### config.mk
export PLATFORM = sky130hd
export DESIGN_NAME = scan_timing_status
export DESIGN_NICKNAME = d
export VERILOG_FILES = /design/src/rtl/scan_timing_pkg.sv /design/src/rtl/raster_axis.sv /design/src/rtl/status_port.sv /design/src/rtl/vint_ctrl.sv /design/src/rtl/scan_timing_status.sv
export SDC_FILE = /design/constraint.sdc
export NUM_CORES = 1
export LEC_CHECK = 0
export ABC_AREA = 1
export BUFFER_PORTS_ARGS = -buffer_cell sky130_fd_sc_hd__buf_4
export CAP_MARGIN = 40
export CORE_ASPECT_RATIO = 1.4
export CORE_UTILIZATION = 47
export CTS_CLUSTER_SIZE = 8
export DETAILED_ROUTE_END_ITERATION = 10
export GPL_ROUTABILITY_DRIVEN = 1
export PLACE_DENSITY = 0.68
export RECOVER_POWER = 100
export SLEW_MARGIN = 0
export SYNTH_ARGS = -nofsm -noshare
export SYNTH_HDL_FRONTEND = slang
export SYNTH_HIERARCHICAL = 1
export SYNTH_SLANG_ARGS = --single-unit
### constraint.sdc
create_clock -name clk -period 2.7 [get_ports clk]
set_input_delay 0.54 -clock clk [delete_from_list [all_inputs] [get_ports clk]]
set_output_delay 0.54 -clock clk [all_outputs]
set_load 0.02 [all_outputs]
### src/rtl/scan_timing_pkg.sv
package scan_timing_pkg;
    typedef enum logic [1:0] {
        SEG_VISIBLE = 2'd0,
        SEG_FRONT   = 2'd1,
        SEG_SYNC    = 2'd2,
        SEG_BACK    = 2'd3
    } seg_t;

    typedef enum logic {
        RD_IDLE  = 1'b0,
        RD_REPLY = 1'b1
    } rd_state_t;

    typedef enum logic {
        IRQ_IDLE   = 1'b0,
        IRQ_RAISED = 1'b1
    } irq_state_t;
endpackage

### src/rtl/raster_axis.sv
module raster_axis
    import scan_timing_pkg::*;
#(
    parameter int TOTAL      = 432,
    parameter int ACTIVE     = 320,
    parameter int SYNC_START = 336,
    parameter int SYNC_LEN   = 32,
    localparam int CW        = $clog2(TOTAL)
) (
    input  logic          clk,
    input  logic          rst,
    input  logic          step,
    output logic [CW-1:0] count,
    output seg_t          seg,
    output logic          wrap,
    output logic          leave_visible
);
    localparam logic [CW-1:0] VIS_LAST   = CW'(ACTIVE - 1);
    localparam logic [CW-1:0] FRONT_LAST = CW'(SYNC_START - 1);
    localparam logic [CW-1:0] SYNC_LAST  = CW'(SYNC_START + SYNC_LEN - 1);
    localparam logic [CW-1:0] LAST       = CW'(TOTAL - 1);

    seg_t          seg_next;
    logic [CW-1:0] count_next;

    // segment sequencing: leave a segment on its last position
    always_comb begin
        seg_next = seg;
        if (step) begin
            unique case (seg)
                SEG_VISIBLE: if (count == VIS_LAST)   seg_next = SEG_FRONT;
                SEG_FRONT:   if (count == FRONT_LAST) seg_next = SEG_SYNC;
                SEG_SYNC:    if (count == SYNC_LAST)  seg_next = SEG_BACK;
                SEG_BACK:    if (count == LAST)       seg_next = SEG_VISIBLE;
            endcase
        end
    end

    always_comb begin
        count_next = count;
        if (step) count_next = (count == LAST) ? '0 : count + 1'b1;
    end

    always_ff @(posedge clk) begin
        if (rst) begin
            seg   <= SEG_VISIBLE;
            count <= '0;
        end else begin
            seg   <= seg_next;
            count <= count_next;
        end
    end

    always_comb begin
        wrap          = step && (count == LAST);
        leave_visible = step && (seg == SEG_VISIBLE) && (count == VIS_LAST);
    end
endmodule

### src/rtl/status_port.sv
module status_port
    import scan_timing_pkg::*;
#(
    parameter int V_TOTAL  = 262,
    parameter int LINE_ADV = 15,
    localparam int VW      = $clog2(V_TOTAL)
) (
    input  logic          clk,
    input  logic          rst,
    input  logic          rd_stb,
    input  logic          hsync,
    input  logic          vsync,
    input  logic          blank,
    input  logic [VW-1:0] vcount,
    output logic [15:0]   status_data,
    output logic          status_valid
);
    localparam int SW = VW + 1;
    localparam logic [SW-1:0] ADV_C   = SW'(LINE_ADV);
    localparam logic [SW-1:0] TOTAL_C = SW'(V_TOTAL);
    localparam logic [SW-1:0] CLAMP_C = SW'(256);

    rd_state_t   state, state_next;
    logic [SW-1:0] sum, line_adj;
    logic [7:0]  low_byte;
    logic [15:0] word;

    always_comb begin
        sum      = {1'b0, vcount} + ADV_C;
        line_adj = (sum >= TOTAL_C) ? sum - TOTAL_C : sum;
        low_byte = (line_adj >= CLAMP_C) ? 8'hFF : line_adj[7:0];
        word     = {~hsync, ~vsync, 5'b11111, ~blank, low_byte};
    end

    always_comb begin
        unique case (state)
            RD_IDLE:  state_next = rd_stb ? RD_REPLY : RD_IDLE;
            RD_REPLY: state_next = rd_stb ? RD_REPLY : RD_IDLE;
        endcase
    end

    always_ff @(posedge clk) begin
        if (rst) state <= RD_IDLE;
        else     state <= state_next;
    end

    always_ff @(posedge clk) begin
        if (rst)         status_data <= '0;
        else if (rd_stb) status_data <= word;
    end

    always_comb status_valid = (state == RD_REPLY);
endmodule

### src/rtl/vint_ctrl.sv
module vint_ctrl
    import scan_timing_pkg::*;
#(
    parameter int N_TARGETS = 2
) (
    input  logic                 clk,
    input  logic                 rst,
    input  logic                 raise,
    input  logic                 ack,
    output logic [N_TARGETS-1:0] irq
);
    irq_state_t state, state_next;

    always_comb begin
        unique case (state)
            IRQ_IDLE:   state_next = raise ? IRQ_RAISED : IRQ_IDLE;
            IRQ_RAISED: state_next = (ack && !raise) ? IRQ_IDLE : IRQ_RAISED;
        endcase
    end

    always_ff @(posedge clk) begin
        if (rst) state <= IRQ_IDLE;
        else     state <= state_next;
    end

    for (genvar i = 0; i < N_TARGETS; i++) begin : g_fan
        always_comb irq[i] = (state == IRQ_RAISED);
    end
endmodule

### src/rtl/scan_timing_status.sv
module scan_timing_status
    import scan_timing_pkg::*;
#(
    parameter int H_TOTAL    = 432,
    parameter int H_ACTIVE   = 320,
    parameter int H_SYNC_OFS = 16,
    parameter int H_SYNC_LEN = 32,
    parameter int V_TOTAL    = 262,
    parameter int V_ACTIVE   = 240,
    parameter int V_SYNC_BEG = 245,
    parameter int V_SYNC_LEN = 3,
    parameter int LINE_ADV   = 15,
    localparam int HW        = $clog2(H_TOTAL),
    localparam int VW        = $clog2(V_TOTAL)
) (
    input  logic          clk,
    input  logic          rst,
    input  logic          pix_en,
    input  logic          rd_stb,
    input  logic          irq_ack,
    output logic [HW-1:0] hcount,
    output logic [VW-1:0] vcount,
    output logic          hsync,
    output logic          vsync,
    output logic          blank,
    output logic [15:0]   status_data,
    output logic          status_valid,
    output logic          vint_main,
    output logic          vint_sub
);
    localparam int H_SYNC_BEG = H_ACTIVE + H_SYNC_OFS;

    seg_t       h_seg, v_seg;
    logic       h_wrap, h_leave, v_wrap, v_leave;
    logic [1:0] irq_lines;

    raster_axis #(
        .TOTAL(H_TOTAL), .ACTIVE(H_ACTIVE),
        .SYNC_START(H_SYNC_BEG), .SYNC_LEN(H_SYNC_LEN)
    ) u_h (
        .clk(clk), .rst(rst), .step(pix_en),
        .count(hcount), .seg(h_seg), .wrap(h_wrap), .leave_visible(h_leave)
    );

    raster_axis #(
        .TOTAL(V_TOTAL), .ACTIVE(V_ACTIVE),
        .SYNC_START(V_SYNC_BEG), .SYNC_LEN(V_SYNC_LEN)
    ) u_v (
        .clk(clk), .rst(rst), .step(h_wrap),
        .count(vcount), .seg(v_seg), .wrap(v_wrap), .leave_visible(v_leave)
    );

    always_comb begin
        hsync = (h_seg == SEG_SYNC);
        vsync = (v_seg == SEG_SYNC);
        blank = (h_seg != SEG_VISIBLE) || (v_seg != SEG_VISIBLE);
    end

    status_port #(.V_TOTAL(V_TOTAL), .LINE_ADV(LINE_ADV)) u_stat (
        .clk(clk), .rst(rst), .rd_stb(rd_stb),
        .hsync(hsync), .vsync(vsync), .blank(blank), .vcount(vcount),
        .status_data(status_data), .status_valid(status_valid)
    );

    vint_ctrl #(.N_TARGETS(2)) u_irq (
        .clk(clk), .rst(rst), .raise(v_leave), .ack(irq_ack), .irq(irq_lines)
    );

    always_comb begin
        vint_main = irq_lines[0];
        vint_sub  = irq_lines[1];
    end
endmodule

# Yosys cells after proc, flatten, opt, wreduce, memory -nomap -nowiden
# Index checks and enable logic that the tools add are counted.
dict set report word_totals {
  regBits 40
  latchBits 0
  ramBits 0
  romBits 0
  inputBits 5
  memories 0
}
dict set report op_classes {
  add_sub_neg 4
  mul 0
  div 0
  magnitude_cmp 2
  n_eq_ne 22
  shift 0
  n_mux 18
  bitwise 4
  reduce_logical 12
}
# operator count
set ops {}
lappend ops {{$eq 9x9->1 const B} 5}
lappend ops {{$eq 9x8->1 const B} 3}
lappend ops {{$ge 10x9->1 const B} 2}
lappend ops {{$add 9x1->9 const B} 2}
lappend ops {{$mux 9} 2}
lappend ops {{$mux 2} 8}
lappend ops {{$pmux 2 s4} 2}
lappend ops {{$ne 2x1->1 const B} 6}
lappend ops {{$add 9x4->10 const B} 1}
lappend ops {{$mux 10} 1}
lappend ops {{$reduce_and 5->1} 2}
lappend ops {{$sub 10x9->10 const B} 1}
lappend ops {{$eq 2x2->1 const B} 4}
lappend ops {{$mux 8} 1}
lappend ops {{$eq 2x1->1 const B} 2}
lappend ops {{$logic_and 1x1->1} 4}
lappend ops {{$logic_not 2->1} 2}
lappend ops {{$ne 2x2->1 const B} 2}
lappend ops {{$not 1->1} 4}
lappend ops {{$reduce_bool 2->1} 2}
lappend ops {{$mux 1} 3}
lappend ops {{$pmux 1 s2} 1}
lappend ops {{$logic_not 1->1} 1}
lappend ops {{$logic_or 1x1->1} 1}

# Longest topological paths before layout
# Gate-level depths: netlist (run 1).
dict set report logic_depth {
  word_depth 8
  depth_mapped 15
  depth_no_buf 15
}

# Hierarchy
# The synthesis (run 1) kept the hierarchy.
# mod instances cells_each area_per_inst_um2 seq_area_each_um2
set by_module_without_submodules {}
lappend by_module_without_submodules {status_port 1 183 1191.1 260.2}
lappend by_module_without_submodules {{raster_axis (u_v)} 1 105 763.2 220.2}
lappend by_module_without_submodules {{raster_axis (u_h)} 1 105 704.4 220.2}
lappend by_module_without_submodules {vint_ctrl 1 7 55.1 20.0}
lappend by_module_without_submodules {scan_timing_status 1 7 26.3 0.0}

# Least setup slack after synthesis (run 1)
# Ideal clock, no wire load.
dict set report synth_timing {
  path_kind {flip-flop to flip-flop}
  startpoint {register u_v.count[0]}
  endpoint {register u_stat.status_data[6]}
  arrival_time_ns 2.176
  required_time_ns 2.630
  setup_slack_ns 0.454
  stages_incl_launch_ff 14
  path_cell_list {dfxtp_1 > inv_1 > ha_1 > xor2_1 > ha_1 > inv_1 > nand3_1 > nor2_2 > nand2_1 > nand3_1 > nand3_2 > nand3_4 > nor2_1 > a21oi_1}
}
dict set report synth_between {
  elab_chain_cells 5
  elab_cells_between_ends 6
  classes_between {add/sub (2); order compare (2); mux (2)}
}
# item line
set synth_lines {}
lappend synth_lines {{start: declaration} raster_axis.sv:13} ;# output logic [CW-1:0] count,
lappend synth_lines {{start signal: assignment} raster_axis.sv:50} ;# count <= count_next;
lappend synth_lines {{$add 9x4->10 (*)} status_port.sv:29} ;# sum = {1'b0, vcount} + ADV_C;
lappend synth_lines {{$sub 10x9->10 / $ge 10x9->1 (equally long branches)} status_port.sv:30} ;# line_adj = (sum >= TOTAL_C) ? sum - TOTAL_C : sum;
lappend synth_lines {{$mux 10 (*)} status_port.sv:30}
lappend synth_lines {{$ge 10x9->1} status_port.sv:31} ;# low_byte = (line_adj >= CLAMP_C) ? 8'hFF : line_adj[7:0];
lappend synth_lines {{$mux 8 (*)} status_port.sv:31}
lappend synth_lines {{end signal: assignment} status_port.sv:49} ;# else if (rd_stb) status_data <= word;
lappend synth_lines {{end: declaration} status_port.sv:15} ;# output logic [15:0] status_data,
# Every way passes the cells marked *; elsewhere a longest branch is shown, timed or not.
# A chain may end at the register's enable or synchronous reset.

# Final worst setup path (run 1)
dict set report layout_timing {
  startpoint {register u_v.count[1]}
  endpoint {register u_stat.status_data[4]}
}
# The elaborated chain is that of the path after synthesis.

==> metrics.md, run 1 <==
| Metric | Value |
|---|---|
| Outcome | completed |
| H-Tree Level Count | 2 |
| Pins Over Slew Limit | 0 |
| Critical Path AT | 2.38 ns |
| Post-synthesis cell area | 2729 um^2 |
| Post-CTS Setup Bufs | 0 |
| Tightest Hold Check Type | reg -> reg |
| Root Buffer | clkbuf_8 |
| Total CTS buffers | 5 |
| Worst EP required | 2.87 ns |
| Hold Fails Final Rpt | 0 |
| DR pass1 iterations | 4 |
| Placed inst area | 3084 um^2 |
| Residual DRC | 0 |
| Final setup fails | 0 |
| Clk_lat worst skew | 0.28 ns |
| Register-to-register setup slack | 0.48 ns |
| Hold Buf Count CTS | 0 |
| Layout cell share with drive strength beyond 1 | 15.73% |
| CTS tree | done |
| Vias in the first global route | 2379 |
| Crit path largest cell delay | 0.43 ns |
| Yosys warning total | 6 |
| Endpoint class of the critical path | flip-flop |
| CP max-delay cell | dfxtp_1 |
| Largest net degree at the start of global routing | 25 |
| Syn Nets | 423 |
| Mapped Cells | 404 |
| RePlAce Congestion | 0.8649 |
| Initial antenna violation count | 0 |
| Met2 wire len | 3.107 mm |
| Area growth syn-to-layout | 8.299% |
| Unrepaired setup endpoints after global routing | no |
| Pwr per Cell Area | 330.6 nW/um^2 |
| Io pins | 45 |
| Initial drt markers | 83 |
| Final TNS setup | 0 ns |
| Die height | 92.16 um |
| Core ar. | 5565 um^2 |
| Max_cap viols | 0 |
| Gr usage total | 20.97% |
| Worst slew pin tran | 1.001 ns |
| Peak VDD IR | 0.2035 mV |
| CTS-repair resized insts | 0 |
| Final wirelength | 5.856 mm |
| Gr ovfl total | 0 |
| Final period utilization | 82.16% |
| Clock skew | 0.006844 ns |
| WS Path Type | reg -> reg |
| Routed WL per cell | 11.42 um |
| Routed vias | 2533 |
| Crit-path max FO | 7 |
| First-pass GRT wire length | 10.13 mm |
| Final net count | 466 |
| Highest metal used | met4 |
| Ant. Diodes | 0 |
| Detailed Place HPWL | 4.659 mm |
| Row cnt | 32 |
| Die width | 66.40 um |
| Worst-path clk slew | 0.07 ns |
| Syn Area/Cell | 6.755 um^2 |
| Met3 routed WL | 173 um |
| Worst setup SP type | flip-flop |
| CP top delay family | simple AND/OR/NAND/NOR gates |
| Finished layout cell area | 2955 um^2 |
| Hold_ws | 0.4863 ns |
| Antenna Violating Nets Remaining | 0 |
| Slew Limit Headroom | 32.56% |
| Clock sinks | 36 |
| Starting density of the core | 49.03% |
| Worst-path cell chain | inv_1, ha_1, xor2_1, ha_1, nand3_1, nor2_1, nand2_1, nand2_1, inv_2, nand3_1, nand3_1, nor2_1, nor2_1 |
| CTS Buffer Depth | 2 |
| Metal-1 WL | 2.508 mm |
| # port buffers | 44 |
| Full die area | 6119 um^2 |
| Final Critical Period | 2.218 ns |
| Mean number of vias per cell | 4.938 |
| Fmax | 450.8 MHz |
| Leak | 1.232 nW |
| CP bufs+invs | 2 |
## routing by layer
| metal | global-route usage (%) | up-vias |
|---|---|---|
| li1 | - | 1353 |
| met1 | 23.04 | 1133 |
| met2 | 39.97 | 40 |
| met3 | 3.234 | 7 |
| met4 | 5.674 | 0 |
| met5 | 0 | - |
## final cells by class
| type | count | area (um^2) |
|---|---|---|
| clock buffers | 5 | 68.82 |
| fillers | 608 | 2610 |
| inverters | 55 | 210.2 |
| multi-input cells | 303 | 1683 |
| flip-flops and latches | 36 | 720.7 |
| well taps | 68 | 85.08 |
| repair buffers | 46 | 187.7 |
## state kept, by name, summed over array words and instances, names as in the netlist
name                 flops
u_h/seg                  2
u_irq/state              1
u_h/count                9
u_v/seg                  2
u_v/count                9
u_stat/status_data      12
u_stat/status_valid      1
## placed cells by master (no fill, tap or decap), types with 2 or more instances in the layout
master	n
nor2_4	4
nand3_4	3
inv_1	46
nand2_2	14
inv_2	7
dfxtp_1	36
clkbuf_1	42
a21oi_1	10
nand2_4	5
nand4_1	4
o21ai_0	18
nor2_1	69
clkbuf_8	5
nand3_2	4
nand3_1	34
ha_1	14
xor2_1	5
nand2_1	88
nand4_2	2
o21ai_2	2
nor3_1	6
nor2_2	10
buf_4	4
## worst min-delay path, stage by stage, from the launching register on
cell and delay (ns):
dfxtp_1 0.32, nand2_1 0.08, a21oi_2 0.05
## worst paths after layout
| kind | end | cells past startpoint | startpoint |
|---|---|---|---|
| worst max register to register | u_stat/status_data[4] | 13 | u_v/count[1] |
| worst max-delay path | u_stat/status_data[4] | 13 | u_v/count[1] |
| worst min-delay path | u_irq/state | 2 | u_irq/state |
| worst min register to register | u_irq/state | 2 | u_irq/state |
## through the flow
stage	util [%]	instances	setup slack (ns)	total power [mW]
2_1_floorplan	-	404	0.4544	0.6340
3_3_place_gp	55.42	508	0.6189	0.6698
3_5_place_dp	55.42	508	0.5657	0.6708
4_1_cts	56.65	513	0.5345	1.010
5_1_grt	53.10	513	0.1931	1.025
6_report	53.10	513	0.4816	0.9771
## power breakdown
part | switching [mW] | internal (mW) | total, mW
combinational | 0.0615 | 0.0235 | 0.0849
clock | 0.170 | 0.166 | 0.337
sequential | 0.00935 | 0.546 | 0.556
total | 0.241 | 0.736 | 0.977
Note: power is estimated with default switching activity, not from simulation.
==> inputs of run 2 (changes only) <==
PLACE_DENSITY = 0.71   (was 0.68)
clock period = 1.97 ns   (was 2.7 ns; I/O delays follow)
==> metrics.md, run 2 (synthesis results as in run 1) <==
| Metric | Value |
|---|---|
| Leak | 1.576 nW (was 1.232 nW) |
| Final net count | 493 (was 466) |
| H-Tree Level Count | 2 (unchanged) |
| Detailed Place HPWL | 4.994 mm (was 4.659 mm) |
| Top flop regs | u_stat/status_data (12), u_h/count (9), u_v/count (9) (unchanged) |
| Clk_lat worst skew | 0.27 ns (was 0.28 ns) |
| Final setup fails | 0 (unchanged) |
| CTS Buffer Depth | 2 (unchanged) |
| Die height | 92.16 um (unchanged) |
| Initial drt markers | 103 (was 83) |
| Residual DRC | 0 (unchanged) |
| Io pins | 45 (unchanged) |
| Worst slew pin tran | 0.3731 ns (was 1.001 ns) |
| Highest metal used | met4 (unchanged) |
| Outcome | completed (unchanged) |
| Crit path largest cell delay | 0.34 ns (was 0.43 ns) |
| Worst-path clk slew | 0.06 ns (was 0.07 ns) |
| CP top delay family | simple AND/OR/NAND/NOR gates (unchanged) |
| RR Startpoint | u_h/count[0] (was u_v/count[1]) |
| Ant. Diodes | 0 (unchanged) |
| Mean number of vias per cell | 5.072 (was 4.938) |
| Met3 routed WL | 176 um (was 173 um) |
| Final Critical Period | 1.870 ns (was 2.218 ns) |
| Gr ovfl total | 0 (unchanged) |
| Total CTS buffers | 5 (unchanged) |
| Register bank with the most flops | u_stat/status_data (unchanged) |
| Tightest Hold Check Type | in -> reg (was reg -> reg) |
| CP max-delay cell | dfxtp_1 (unchanged) |
| Core ar. | 5565 um^2 (unchanged) |
| CTS tree | done (unchanged) |
| Hold_ws | 0.3585 ns (was 0.4863 ns) |
| Critical path depth in cells | 12 (was 13) |
| RePlAce Congestion | 0.8801 (was 0.8649) |
| PnR Total Power | 1.376 mW (was 0.9771 mW) |
| Area growth syn-to-layout | 27.79% (was 8.299%) |
| Pwr per Cell Area | 394.5 nW/um^2 (was 330.6 nW/um^2) |
| Final TNS setup | 0 ns (unchanged) |
| Critical Path AT | 2.04 ns (was 2.38 ns) |
| Crit path capture | u_v/seg[0] (was u_stat/status_data[4]) |
| Unrepaired setup endpoints after global routing | yes (was no) |
| Initial antenna violation count | 0 (unchanged) |
| Routed WL per cell | 11.95 um (was 11.42 um) |
| Metal-1 WL | 2.559 mm (was 2.508 mm) |
| Final wirelength | 6.464 mm (was 5.856 mm) |
| Starting density of the core | 49.03% (unchanged) |
| Die width | 66.40 um (unchanged) |
| Register-to-register setup slack | 0.1 ns (was 0.48 ns) |
| Layout cell share with drive strength beyond 1 | 36.36% (was 15.73%) |
| Routed vias | 2744 (was 2533) |
| Vias in the first global route | 2527 (was 2379) |
| Worst hold path stage count | 2 (unchanged) |
| Row cnt | 32 (unchanged) |
| Clock skew | 0.003186 ns (was 0.006844 ns) |
| Internal | 1.044 mW (was 0.7358 mW) |
| Largest net degree at the start of global routing | 25 (unchanged) |
| Sequential share of power | 55.1% (was 56.9%) |
| Met2 wire len | 3.637 mm (was 3.107 mm) |
| Root Buffer | clkbuf_8 (unchanged) |
| Peak VDD IR | 0.3196 mV (was 0.2035 mV) |
| Clk pwr share | 33.9% (was 34.5%) |
| Antenna Violating Nets Remaining | 0 (unchanged) |
| Endpoint class of the critical path | flip-flop (unchanged) |
| WS Path Type | reg -> reg (unchanged) |
| Slack of the critical path | 0.09964 ns (was 0.4816 ns) |
| Clock sinks | 36 (unchanged) |
| Slew Limit Headroom | 75.12% (was 32.56%) |
| First-pass GRT wire length | 10.90 mm (was 10.13 mm) |
| Commonest cells after routing, fill and taps aside | nand2_1 (80), buf_4 (72), nor2_1 (62) (was nand2_1 (88), nor2_1 (69), inv_1 (46)) |
| Post-place setup slack | -0.04892 ns (was 0.5657 ns) |
| Pins Over Slew Limit | 0 (unchanged) |
| Final period utilization | 94.94% (was 82.16%) |
| Crit-path max FO | 7 (unchanged) |
| CP bufs+invs | 1 (was 2) |
| Max_cap viols | 0 (unchanged) |
| Worst EP required | 2.14 ns (was 2.87 ns) |
| Worst-path cell chain | ha_2, nand3_2, nor2_2, nand2_2, nor2_4, inv_2, nor2_2, nand2_1, a21oi_1, nand4_1, nand2_1, nor2_1 (was inv_1, ha_1, xor2_1, ha_1, nand3_1, nor2_1, nand2_1, nand2_1, inv_2, nand3_1, nand3_1, nor2_1, nor2_1) |
| # port buffers | 44 (unchanged) |
| R2R cell count | 12 (was 13) |
| Comb power frac | 11.0% (was 8.7%) |
| Gr usage total | 22.55% (was 20.97%) |
| Most common cell after layout, fill and taps aside | nand2_1 (unchanged) |
| DR pass1 iterations | 4 (unchanged) |
| Worst setup SP type | flip-flop (unchanged) |
| Largest register FFs | 12 (unchanged) |
| Fmax | 534.7 MHz (was 450.8 MHz) |
| Crit path launch | u_h/count[0] (was u_v/count[1]) |
| Hold Fails Final Rpt | 0 (unchanged) |
| Hold_sp | rst (was u_irq/state) |
| Net Sw Frac | 24.12% (was 24.70%) |
| R2R Path End | u_v/seg[0] (was u_stat/status_data[4]) |
| Switching power | 0.3318 mW (was 0.2413 mW) |
| Full die area | 6119 um^2 (unchanged) |
==> run 2: cell types whose count changed in the layout (fill, tap and decap cells not counted), sizes merged <==
cell    previous run  this run
clkbuf            47         6
buf                4        73
==> run 2: layer usage <==
layer / GRT usage [%] / vias to the layer above
met4: 8.688 / 0
met3: 3.731 / 8
li1: - / 1399
met2: 41.67 / 52
met1: 24.68 / 1285
met5: 0 / -
==> run 2: worst min path at each step <==
| stage | to | slack [ns] |
|---|---|---|
| 2_1_floorplan | u_irq/state | 0.46 |
| 3_3_place_gp | u_irq/state | 0.48 |
| 3_5_place_dp | u_irq/state | 0.48 |
| 4_1_cts | u_irq/state | 0.35 |
| 5_1_grt | u_irq/state | 0.36 |
| 6_report | u_irq/state | 0.36 |
==> run 2: metrics by stage <==
| stage | util [%] | std cells | area (um^2) |
|---|---|---|---|
| 5_1_grt | 62.66 | 541 | 3487 |
| 2_1_floorplan | - | 404 | 2739 |
| 3_5_place_dp | 58.16 | 527 | 3237 |
| 4_1_cts | 59.64 | 533 | 3319 |
| 6_report | 62.66 | 541 | 3487 |
| 3_3_place_gp | 58.16 | 527 | 3237 |
==> run 2: power by group through the flow <==
| stage | Clock, mW | Sequential (mW) | Combinational, mW |
|---|---|---|---|
| 6_report | 0.466 | 0.759 | 0.151 |
| 5_1_grt | 0.523 | 0.761 | 0.166 |
| 4_1_cts | 0.485 | 0.759 | 0.152 |
| 3_5_place_dp | 0 | 0.775 | 0.152 |
| 3_3_place_gp | 0 | 0.775 | 0.150 |
| 2_1_floorplan | 0 | 0.801 | 0.0673 |
==> run 2: repair_timing <==
action | in CTS | in global routing
gates resized for setup | 2 | 27
setup buffers | 0 | 8
endpoints found under the setup margin | 8 | 13
pin swaps | 0 | 15
hold buffers | 0 | 0
==> run 2: area by class of cell <==
cell class | count | area [um^2]
sequential | 36 | 729.5
fill | 515 | 2078
multi-input combinational | 303 | 1836
tap | 68 | 85.08
clock buffer | 6 | 72.57
timing repair buffer | 73 | 551.8
inverter | 55 | 212.7
==> inputs of run 3 (changes only) <==
ABC_AREA = 0   (was 1)
PLACE_DENSITY = 0.72   (was 0.71)
==> metrics.md, run 3 <==
| Metric | Value |
|---|---|
| Syn Nets | 288 (was 423) |
| Peak VDD IR | 0.2849 mV (was 0.3196 mV) |
| Gr ovfl total | 0 (unchanged) |
| Top flop regs | u_stat/status_data (12), u_h/count (9), u_v/count (9) (unchanged) |
| Worst EP required | 2.17 ns (was 2.14 ns) |
| Total CTS buffers | 5 (unchanged) |
| Initial drt markers | 65 (was 103) |
| Fmax | 429.0 MHz (was 534.7 MHz) |
| Hold Fails Final Rpt | 0 (unchanged) |
| Switching power | 0.3518 mW (was 0.3318 mW) |
| Max_cap viols | 0 (unchanged) |
| Crit-path max FO | 8 (was 7) |
| Worst-path clk slew | 0.08 ns (was 0.06 ns) |
| Net Sw Frac | 24.16% (was 24.12%) |
| WS Path Type | reg -> reg (unchanged) |
| Root Buffer | clkbuf_8 (unchanged) |
| Yosys warning total | 6 (unchanged) |
| # port buffers | 44 (unchanged) |
| Core ar. | 4644 um^2 (was 5565 um^2) |
| Tightest Hold Check Type | in -> reg (unchanged) |
| Slack of the critical path | -0.3611 ns (was 0.09964 ns) |
| Pins Over Slew Limit | 0 (unchanged) |
| Internal | 1.104 mW (was 1.044 mW) |
| Gr usage total | 22.74% (was 22.55%) |
| CP max-delay cell | or4b_4 (was dfxtp_1) |
| Most common cell after layout, fill and taps aside | buf_4 (was nand2_1) |
| Clock skew | 0.009880 ns (was 0.003186 ns) |
| Hold Buf Count CTS | 0 (unchanged) |
| Slew Limit Headroom | 63.75% (was 75.12%) |
| Initial antenna violation count | 0 (unchanged) |
| First-pass GRT wire length | 9.211 mm (was 10.90 mm) |
| Final wirelength | 5.891 mm (was 6.464 mm) |
| Post-synthesis cell area | 2318 um^2 (was 2729 um^2) |
| Leak | 1.205 nW (was 1.576 nW) |
| H-Tree Level Count | 2 (unchanged) |
| Outcome | complete, but fails checks (was completed) |
| Clk_lat worst skew | 0.28 ns (was 0.27 ns) |
| PnR Total Power | 1.456 mW (was 1.376 mW) |
| CTS tree | done (unchanged) |
| Clk pwr share | 38.9% (was 33.9%) |
| Die width | 61.36 um (was 66.40 um) |
| Antenna Violating Nets Remaining | 0 (unchanged) |
| Mean number of vias per cell | 5.288 (was 5.072) |
| Worst setup SP type | flip-flop (unchanged) |
| Final setup fails | 9 (was 0) |
| Final net count | 370 (was 493) |
| Commonest cells after routing, fill and taps aside | buf_4 (60), nor2_1 (39), dfxtp_1 (34) (was nand2_1 (80), buf_4 (72), nor2_1 (62)) |
| Area growth syn-to-layout | 35.51% (was 27.79%) |
| Largest register FFs | 12 (unchanged) |
| Comb power frac | 9.1% (was 11.0%) |
| Final period utilization | 118.3% (was 94.94%) |
| Hold_ws | 0.3900 ns (was 0.3585 ns) |
| Clock sinks | 36 (unchanged) |
| Io pins | 45 (unchanged) |
| Layout cell share with drive strength beyond 1 | 30.48% (was 36.36%) |
| Worst-path cell chain | inv_4, ha_4, or4b_4, or4_4, o21ba_4, o311a_4, a211oi_2 (was ha_2, nand3_2, nor2_2, nand2_2, nor2_4, inv_2, nor2_2, nand2_1, a21oi_1, nand4_1, nand2_1, nor2_1) |
| Finished layout cell area | 3142 um^2 (was 3487 um^2) |
| Routed vias | 2184 (was 2744) |
| Syn Area/Cell | 8.619 um^2 (was 6.755 um^2) |
| Pwr per Cell Area | 463.5 nW/um^2 (was 394.5 nW/um^2) |
| Detailed Place HPWL | 4.240 mm (was 4.994 mm) |
| DR pass1 iterations | 4 (unchanged) |
| Placed inst area | 3052 um^2 (was 3237 um^2) |
| Residual DRC | 0 (unchanged) |
| Die height | 85.11 um (was 92.16 um) |
| Worst slew pin tran | 0.5405 ns (was 0.3731 ns) |
| Unrepaired setup endpoints after global routing | yes (unchanged) |
| Failing checks | setup timing |
| Row cnt | 29 (was 32) |
| Mapped Cells | 269 (was 404) |
| CTS Buffer Depth | 2 (unchanged) |
| RePlAce Congestion | 0.8774 (was 0.8801) |
| Crit path largest cell delay | 0.46 ns (was 0.34 ns) |
| Full die area | 5222 um^2 (was 6119 um^2) |
| Register bank with the most flops | u_stat/status_data (unchanged) |
| Ant. Diodes | 0 (unchanged) |
| Critical Path AT | 2.53 ns (was 2.04 ns) |
| Largest net degree at the start of global routing | 23 (was 25) |
| Final Critical Period | 2.331 ns (was 1.870 ns) |
| Endpoint class of the critical path | flip-flop (unchanged) |
| Sequential share of power | 52.0% (was 55.1%) |
| Starting density of the core | 49.92% (was 49.03%) |
| Routed WL per cell | 14.26 um (was 11.95 um) |
| Vias in the first global route | 2081 (was 2527) |
run 3: metal layers:
metal	part of all wire, %	wire [um]	up-vias	GRT usage, %
met1	43	2546	1023	27.13
met2	52	3047	58	40.02
met4	1.2	73	0	8.687
met5	0	0	-	0
li1	-	-	1097	-
met3	3.8	223	6	2.744
run 3: power by group through the flow:
stage	sequential (mW)	combinational, mW	clock [mW]
2_1_floorplan	0.804	0.0627	0
3_3_place_gp	0.775	0.149	0
3_5_place_dp	0.777	0.152	0
4_1_cts	0.760	0.153	0.587
5_1_grt	0.761	0.145	0.615
6_report	0.757	0.132	0.567
run 3: stage by stage:
| stage | TNS, ns | instances | util (%) | worst slack, ns |
|---|---|---|---|---|
| 2_1_floorplan | -2.529 | 269 | - | -0.3291 |
| 4_1_cts | -2.527 | 411 | 67.83 | -0.3381 |
| 3_5_place_dp | -2.290 | 404 | 65.71 | -0.3052 |
| 5_1_grt | -3.973 | 413 | 67.65 | -0.4326 |
| 6_report | -2.710 | 413 | 67.65 | -0.3611 |
| 3_3_place_gp | -2.040 | 404 | 65.71 | -0.2617 |
run 3: layout make-up:
type                            instances  area, um^2
Multi-Input combinational cell        199        1595
Timing Repair Buffer                   93       581.8
Inverter                               16       62.56
Fill cell                             438        1503
Sequential cell                        36       728.2
Tap cell                               62       77.57
Clock buffer                            7       96.34
run 3: worst paths after layout:
path,from,to,slack [ns],cells past startpoint
setup / recovery,u_v/count[1],u_stat/status_data[1],-0.36,7
setup reg to reg,u_v/count[1],u_stat/status_data[1],-0.36,7
hold / removal,irq_ack,u_irq/state,0.39,3
hold reg to reg,u_stat/status_data[14],u_stat/status_data[14],0.48,2
run 3: timing repair:
| action | 4_1_cts | 5_1_grt |
|---|---|---|
| buffers inserted | 0 | 2 |
| gates resized for setup | 1 | 20 |
| pin swaps | 0 | 7 |
| setup endpoints to repair | 9 | 14 |
run 3: worst max-delay path: cells and delay by family, from the launching register on:
family | cells | cell delay [ns]
buf+inv | 1 | 0.05
flops | 1 | 0.35
compound gates | 3 | 0.80
fa+ha+maj | 1 | 0.12
simple gates | 2 | 0.92
